==> config.mk <==
export PLATFORM = sky130hd
export DESIGN_NAME = tdm_frame_detector
export DESIGN_NICKNAME = d
export VERILOG_FILES = /design/src/rtl/tdm_det_pkg.sv /design/src/rtl/fsync_edges.sv /design/src/rtl/pulse_meter.sv /design/src/rtl/mode_ctrl.sv /design/src/rtl/tdm_frame_detector.sv
export SDC_FILE = /design/constraint.sdc
export NUM_CORES = 1
export LEC_CHECK = 0
export CAP_MARGIN = 20
export CORE_MARGIN = 2
export CORE_UTILIZATION = 45
export DETAILED_ROUTE_END_ITERATION = 12
export PLACE_DENSITY = 0.64
export SLEW_MARGIN = 20
export SYNTH_ARGS = -nofsm -noshare
export SYNTH_HDL_FRONTEND = slang
export SYNTH_SLANG_ARGS = --single-unit
==> constraint.sdc <==
create_clock -name bclk -period 1.3 [get_ports bclk]
set_input_delay 0.195 -clock bclk [delete_from_list [all_inputs] [get_ports bclk]]
set_output_delay 0.195 -clock bclk [all_outputs]
set_load 0.01 [all_outputs]
==> src/rtl/tdm_det_pkg.sv <==
// Package: shared types for the frame-sync mode detector.
// Assumes: nothing beyond a single bit-clock domain.
package tdm_det_pkg;

    // Outcome of one frame, valid for a single cycle when sync falls.
    typedef struct packed {
        logic valid;    // a frame has just ended
        logic qualify;  // its high time matched the multiplexed width
    } frame_verdict_t;

endpackage

==> src/rtl/fsync_edges.sv <==
// Module: fsync_edges
// Samples the frame-sync line on each rising bit-clock edge and keeps one
// older sample, so rising and falling transitions are found from flops only.
// Assumes: fsync is already synchronous to bclk (the bus shares one clock).
module fsync_edges (
    input  logic bclk,
    input  logic rst_n,
    input  logic fsync,
    output logic level_o,
    output logic rise_o,
    output logic fall_o
);

    logic smp_now;
    logic smp_old;

    // Purpose: two-deep history of the sampled frame sync.
    always_ff @(posedge bclk) begin
        if (!rst_n) begin
            smp_now <= 1'b0;
            smp_old <= 1'b0;
        end else begin
            smp_now <= fsync;
            smp_old <= smp_now;
        end
    end

    // Purpose: transition decode from the two stored samples.
    always_comb begin
        level_o = smp_now;
        rise_o  = smp_now & ~smp_old;
        fall_o  = ~smp_now & smp_old;
    end

    AST_STROBE_ONE_CYCLE: assert property (@(posedge bclk) disable iff (!rst_n)
        rise_o |=> !rise_o);

    AST_RISE_FALL_EXCLUSIVE: assert property (@(posedge bclk) disable iff (!rst_n)
        !(rise_o && fall_o));

endmodule

==> src/rtl/pulse_meter.sv <==
// Module: pulse_meter
// Counts the sampled high cycles of frame sync and judges each frame when
// sync falls: the frame qualifies when the count equals TARGET_W.
// Assumes: rise_i, fall_i and level_i come from fsync_edges. The counter
// saturates, so a long high time can never wrap around to TARGET_W.
module pulse_meter
    import tdm_det_pkg::*;
#(
    parameter int CNT_W    = 8,
    parameter int TARGET_W = 2
) (
    input  logic           bclk,
    input  logic           rst_n,
    input  logic           level_i,
    input  logic           rise_i,
    input  logic           fall_i,
    output frame_verdict_t verdict_o
);

    localparam logic [CNT_W-1:0] CNT_MAX    = '1;
    localparam logic [CNT_W-1:0] CNT_TARGET = CNT_W'(TARGET_W);
    localparam logic [CNT_W-1:0] CNT_ONE    = CNT_W'(1);

    logic [CNT_W-1:0] width_cnt;

    // Purpose: restart on a frame start, then count high samples up to saturation.
    always_ff @(posedge bclk) begin
        if (!rst_n) begin
            width_cnt <= '0;
        end else if (rise_i) begin
            width_cnt <= CNT_ONE;
        end else if (level_i && (width_cnt != CNT_MAX)) begin
            width_cnt <= width_cnt + CNT_ONE;
        end
    end

    // Purpose: frame judgement, presented in the cycle where sync is seen low.
    always_comb begin
        verdict_o.valid   = fall_i;
        verdict_o.qualify = fall_i && (width_cnt == CNT_TARGET);
    end

    AST_CNT_SATURATES: assert property (@(posedge bclk) disable iff (!rst_n)
        (width_cnt == CNT_MAX && level_i && !rise_i) |=> (width_cnt == CNT_MAX));

    AST_RISE_RESTARTS: assert property (@(posedge bclk) disable iff (!rst_n)
        rise_i |=> (width_cnt == CNT_ONE));

    AST_CNT_HELD_LOW: assert property (@(posedge bclk) disable iff (!rst_n)
        (!level_i && !rise_i) |=> $stable(width_cnt));

endmodule

==> src/rtl/mode_ctrl.sv <==
// Module: mode_ctrl
// Counts back-to-back qualifying frames, declares the multiplexed mode after
// ENTRY_FRAMES of them, and opens command acceptance at the next frame start.
// Assumes: a verdict and a frame start never occur in the same cycle.
module mode_ctrl
    import tdm_det_pkg::*;
#(
    parameter int ENTRY_FRAMES = 2
) (
    input  logic           bclk,
    input  logic           rst_n,
    input  frame_verdict_t verdict_i,
    input  logic           rise_i,
    output logic           mode_o,
    output logic           cmd_en_o
);

    localparam int            RUN_W   = $clog2(ENTRY_FRAMES + 1);
    localparam logic [RUN_W-1:0] RUN_FULL = RUN_W'(ENTRY_FRAMES);
    localparam logic [RUN_W-1:0] RUN_ONE  = RUN_W'(1);

    logic [RUN_W-1:0] run_cnt;
    logic [RUN_W-1:0] run_next;
    logic             entry_hit;

    // Purpose: saturating successor of the qualifying-frame run.
    always_comb begin
        run_next  = (run_cnt == RUN_FULL) ? run_cnt : run_cnt + RUN_ONE;
        entry_hit = (run_next == RUN_FULL);
    end

    // Purpose: run counter, mode flag and command enable updates.
    always_ff @(posedge bclk) begin
        if (!rst_n) begin
            run_cnt  <= '0;
            mode_o   <= 1'b0;
            cmd_en_o <= 1'b0;
        end else if (verdict_i.valid) begin
            if (verdict_i.qualify) begin
                run_cnt <= run_next;
                if (entry_hit) begin
                    mode_o <= 1'b1;
                end
            end else begin
                run_cnt  <= '0;
                mode_o   <= 1'b0;
                cmd_en_o <= 1'b0;
            end
        end else if (rise_i && mode_o) begin
            cmd_en_o <= 1'b1;
        end
    end

    AST_MODE_NEEDS_QUALIFY: assert property (@(posedge bclk) disable iff (!rst_n)
        $rose(mode_o) |-> $past(verdict_i.valid && verdict_i.qualify));

    AST_NO_CMD_ON_ENTRY: assert property (@(posedge bclk) disable iff (!rst_n)
        $rose(mode_o) |-> !cmd_en_o);

    AST_CMD_NEEDS_MODE: assert property (@(posedge bclk) disable iff (!rst_n)
        cmd_en_o |-> mode_o);

    AST_BAD_FRAME_CLEARS: assert property (@(posedge bclk) disable iff (!rst_n)
        (verdict_i.valid && !verdict_i.qualify) |=> (!mode_o && !cmd_en_o));

    AST_RUN_BOUNDED: assert property (@(posedge bclk) disable iff (!rst_n)
        run_cnt <= RUN_FULL);

endmodule

==> src/rtl/tdm_frame_detector.sv <==
// Module: tdm_frame_detector (top)
// Decides whether a serial port runs multiplexed command/audio framing, based
// on the width of the frame-sync high pulse measured in bit clocks.
// Assumes: fsync and bclk are shared by every device on the bus. There is one
// frame per sync period, and the reset is synchronous and active low.
module tdm_frame_detector
    import tdm_det_pkg::*;
#(
    parameter int CNT_W        = 8,
    parameter int TARGET_W     = 2,
    parameter int ENTRY_FRAMES = 2
) (
    input  logic bclk,
    input  logic rst_n,
    input  logic fsync,
    output logic frame_start,
    output logic tdm_mode,
    output logic cmd_accept
);

    logic           sync_level;
    logic           sync_rise;
    logic           sync_fall;
    frame_verdict_t verdict;

    fsync_edges u_edges (
        .bclk    (bclk),
        .rst_n   (rst_n),
        .fsync   (fsync),
        .level_o (sync_level),
        .rise_o  (sync_rise),
        .fall_o  (sync_fall)
    );

    pulse_meter #(
        .CNT_W    (CNT_W),
        .TARGET_W (TARGET_W)
    ) u_meter (
        .bclk      (bclk),
        .rst_n     (rst_n),
        .level_i   (sync_level),
        .rise_i    (sync_rise),
        .fall_i    (sync_fall),
        .verdict_o (verdict)
    );

    mode_ctrl #(
        .ENTRY_FRAMES (ENTRY_FRAMES)
    ) u_mode (
        .bclk      (bclk),
        .rst_n     (rst_n),
        .verdict_i (verdict),
        .rise_i    (sync_rise),
        .mode_o    (tdm_mode),
        .cmd_en_o  (cmd_accept)
    );

    // Purpose: the frame-start strobe is the decoded rising transition.
    always_comb frame_start = sync_rise;

    AST_RESET_CLEARS: assert property (@(posedge bclk)
        !rst_n |=> (!frame_start && !tdm_mode && !cmd_accept));

endmodule

==> Word level (Yosys, flattened, before mapping) <==
Cells that the tools add are included.
{ "op_classes": {"bitwise_logic": 5, "addsub": 2, "n_eq_ne": 6, "muxes": 9, "n_reduce_logical": 8} }
{ "ops": {"columns": ["op", "n"], "rows": [
  ["$add A8 B1 Y8 const B", 1],
  ["$eq A8 B2 Y1 const B", 1],
  ["$ne A8 B8 Y1 const B", 1],
  ["$mux W1", 7],
  ["$eq A2 B2 Y1 const B", 2],
  ["$mux W2", 2],
  ["$reduce_and A2 Y1", 2],
  ["$reduce_bool A2 Y1", 2],
  ["$logic_and A1 B1 Y1", 3],
  ["$not A1 Y1", 3],
  ["$add A2 B1 Y2 const B", 1],
  ["$and A1 B1 Y1", 2],
  ["$ne A2 B1 Y1 const B", 1],
  ["$ne A2 B2 Y1 const B", 1],
  ["$reduce_or A2 Y1", 1]
]} }
{ "totals": {"inputBits": 3, "regBits": 14} }

==> Longest topological paths before layout <==
Gate-level depths: netlist of run 1.
{ "depth": {"ltp_word": 5, "depth_mapped": 5, "ltp_nobuf": 5} }

==> By module <==
Synthesis of run 1 repeated with hierarchy kept, for this count alone.
{ "unflattened": {"hier_cells": 80, "area_unflattened_um2": 764.5} }
{ "modules_own_cells": {"columns": ["module", "area_each_um2", "cells_per_inst", "instances"], "rows": [
  ["pulse_meter", 521.8, 55, 1],
  ["mode_ctrl", 177.7, 19, 1],
  ["fsync_edges", 65.1, 6, 1]
]} }

==> Worst setup path after synthesis of run 1 <==
Ideal clock, no wire load.
{ "synth_path": {"path_kind": "reg2reg", "start": "register u_meter.width_cnt[0]", "end": "register u_meter.width_cnt[5]", "stages_incl_launch_ff": 5, "setup_slack_ns": 0.032, "setup_time_ns": 0.072, "path_buffers": 0, "required_ns": 1.228, "t_arrival_ns": 1.196, "synth_period_minus_slack_ns": 1.268, "path_cell_list": "dfxtp_1 ha_1 and3_1 a211oi_2 mux2i_1"} }
{ "synth_via": {"elab_chain_len": 2} }
{ "synth_rtl": {"columns": ["item", "line_no", "source"], "rows": [
  ["start, declared", "pulse_meter.sv:24", "logic [CNT_W-1:0] width_cnt;"],
  ["start signal, assigned", "pulse_meter.sv:33", "width_cnt <= width_cnt + CNT_ONE;"],
  ["branches (longest 2 deep; another with $add A8 B1 Y8)", null, null]
]} }
Parallel ways; which one is timed is not known.
A chain may end at the register's enable or synchronous reset.

==> Worst setup path after layout of run 1 <==
{ "layout_path": {"start": "register u_meter.width_cnt[1]", "end": "register u_mode.run_cnt[1]"} }
{ "layout_via": {"elab_chain_len": 3} }
{ "layout_rtl": {"columns": ["item", "line_no", "source"], "rows": [
  ["$eq A8 B2 Y1", "pulse_meter.sv:40", "verdict_o.qualify = fall_i && (width_cnt == CNT_TARGET);"],
  ["$logic_and A1 B1 Y1", "pulse_meter.sv:40", null],
  ["$mux W2", "mode_ctrl.sv:39", "if (verdict_i.qualify) begin"],
  ["end signal, assigned", "mode_ctrl.sv:40", "run_cnt <= run_next;"],
  ["end, declared", "mode_ctrl.sv:22", "logic [RUN_W-1:0] run_cnt;"]
]} }
No other way between the ends.

==> metrics, run 1 <==
hold path start u_mode.run_cnt[0]; most frequent cells in the layout buf_4 (12), dfxtp_1 (11), nand2_1 (9); Post-DP HPWL 1230 um; pwr dens 856 mW/mm2; largest net degree at the start of global routing 11; Max Used Layer met3; Die H 44.2 um; CTS Buf Count 3; # diodes 0; fin crit period 1280 ps; r2r worst-path depth 5; Worst slew margin 82.1%; Design Power 845 uW; clock sink count 14; Post-Route WL 1660 um; vias in the first global route 592; Worst-Margin Slew 266 ps; CP endpoint kind flip-flop; met3 WL post-DR 57 um; DRC viols 0; Clk Latency, worst-skew pair 270 ps; Syn Std Cell Area 727 um2; Post-CTS Repair Setup Buffers 0; most area-hungry cell type in the Yosys netlist dfxtp_1; Tot GR Track Use 17.9%; fmax 783 MHz; Data arrival, critical path 1480 ps; Synth Register Bits 14; Hold Path Depth 2; max_cap viols 0; CORE AREA 0.00151 mm2; final hold violation count 0; Sum Neg Setup Slack 0 ps; worst hold path type flip-flop to flip-flop; total congestion overflow 0; most common cell after layout, fill and taps aside buf_4; Final ANT Viol Nets 0; Port-buffer cells 5; Critical Path RT 1500 ps; Root Buffer clkbuf_4; synth warn 0; Setup Crit Path Kind flip-flop to flip-flop; Die Area 0.00195 mm2; Syn Inst Count 84; vias post-DR 682; register area share after synthesis 38.6%; CTS Buffer Depth 2; synthesized net count 90; M1 WL 817 um; synth top area cells dfxtp_1 (39%), a21oi_1 (5.5%), ha_1 (5.2%); setup ws final 23.0 ps; RSZ-0062 raised after global routing true; wire length per cell 13.8 um; reg2reg setup slack 20 ps; Finish-stage setup viols 0; crit path from u_meter.width_cnt[1]; Startpoint Class flip-flop; Hold EP u_mode.run_cnt[0]; skew final 9.02 ps; H-Tree Depth 1; initial antenna violation count 0; row cnt 14; # placed instances 116; CTS clk-pin slew, worst paths 80 ps; RD Place Congestion 0.808; chip width 44.2 um; nets@finish 111; Leak 0.000362 uW; Post-synth ARST share 0%; status finished, final reports clean; crit-path max FO 4; final std cells w/o fill 120; Hold-fix buffers, CTS 0; Max rail drop VDD 595 uV; Initial Utilization 48.3%; io pins 6; count of different cell masters after synthesis 28; Most used DFF post-synth dfxtp_1; routed wl met2 783 um; Post-synth EDFFs 0; Avg Inst Size Synth 8.65 um2; Critical R2R Launch u_meter.width_cnt[1]; Iter 0 DRT Violations 13; vias per inst 5.68; Place WS -46.5 ps; post-synth top area share 38.6%; Area Overhead vs Synth 35.8%; period utilisation layout 98.2%; fin. max-slew vios 0; FF-to-FF End u_mode.run_cnt[1]; hold_ws 459 ps; CTS tree yes; layout cells sized above 1 34.6%; first-pass GRT wire length 2530 um; drt pass-1 iters 4
report_power, final:
part / switching, uW / internal, uW
combinational: 42.5 / 46.6
sequential: 9.56 / 437
clock: 140 / 170
total: 192 / 653
layer usage:
metal	global-route usage, %	vias up
met5	0	-
met3	3.67	0
met2	28.8	12
li1	-	352
met1	24.1	318
met4	5.45	0
worst max-delay path by stage:
stage                                 endpoint  slack [ps]  cells past startpoint
after CTS                 u_meter.width_cnt[5]           4                      4
after global routing         u_mode.run_cnt[1]         -70                      6
after floorplan           u_meter.width_cnt[5]          30                      4
final                        u_mode.run_cnt[1]          20                      5
after global placement       u_mode.run_cnt[0]          -9                      6
after detailed placement     u_mode.run_cnt[1]         -50                      5
metrics by stage:
step	util, %	area [um2]
floorplan	-	727
global placement	58.7	885
detailed placement	58.7	885
CTS	61.8	931
global route	65.5	987
finish	65.5	987
repair_timing:
| action | 4_1_cts | 5_1_grt |
|---|---|---|
| pin swaps | 1 | 7 |
| gates resized for setup | 7 | 16 |
| setup endpoints to repair | 9 | 12 |
| cloned | 0 | 0 |
cell usage after synthesis, types with 2 or more instances:
cell type,n
nor3_1,2
o21ai_0,2
nor2_1,2
a211oi_1,4
nand2_1,9
nand4_1,4
dfxtp_1,14
or3_1,3
inv_1,6
a21oi_1,8
nand3_1,6
and2_1,2
buf_2,2
and3_1,2
ha_1,3
mux2i_1,3
worst max-delay path, stage by stage (launching register included):
cell,delay (ps)
dfxtp_2,410
ha_4,150
nor4b_4,230
buf_4,160
nand4_1,100
a21oi_2,170
flip-flops by register name, indices dropped and copies added (netlist names):
name,count
u_mode.mode_o,1
u_mode.cmd_en_o,1
u_edges.smp_old,1
u_mode.run_cnt,2
u_meter.width_cnt,8
u_edges.level_o,1
cells by family (layout without fill, tap and decap cells):
logic type | Yosys count | in the layout | synth area share, %
compound gates | 20 | 20 | 19.1
flops | 14 | 14 | 38.6
mux | 3 | 3 | 4.13
fa+ha+maj | 3 | 3 | 5.16
simple gates | 36 | 36 | 28.6
buf+inv | 8 | 28 | 4.47
cell type report:
type	instances	area (um2)
Clock buffer	4	36.3
Fill cell	125	519
Inverter	6	22.5
Multi-Input combinational cell	62	480
Sequential cell	14	284
Tap cell	16	20.0
Timing Repair Buffer	18	144
No activity file was read; power rests on OpenSTA's default activity.
==> run 2: changes to the inputs <==
--- a/config.mk
+++ b/config.mk
@@ -8,6 +8,7 @@
 export CAP_MARGIN = 20
 export CORE_MARGIN = 2
 export CORE_UTILIZATION = 45
+export CTS_CLUSTER_SIZE = 12
 export DETAILED_ROUTE_END_ITERATION = 12
 export PLACE_DENSITY = 0.64
 export SLEW_MARGIN = 20
==> results of run 2 <==
No change in the layout: final DEF, timing and power equal those of run 1.
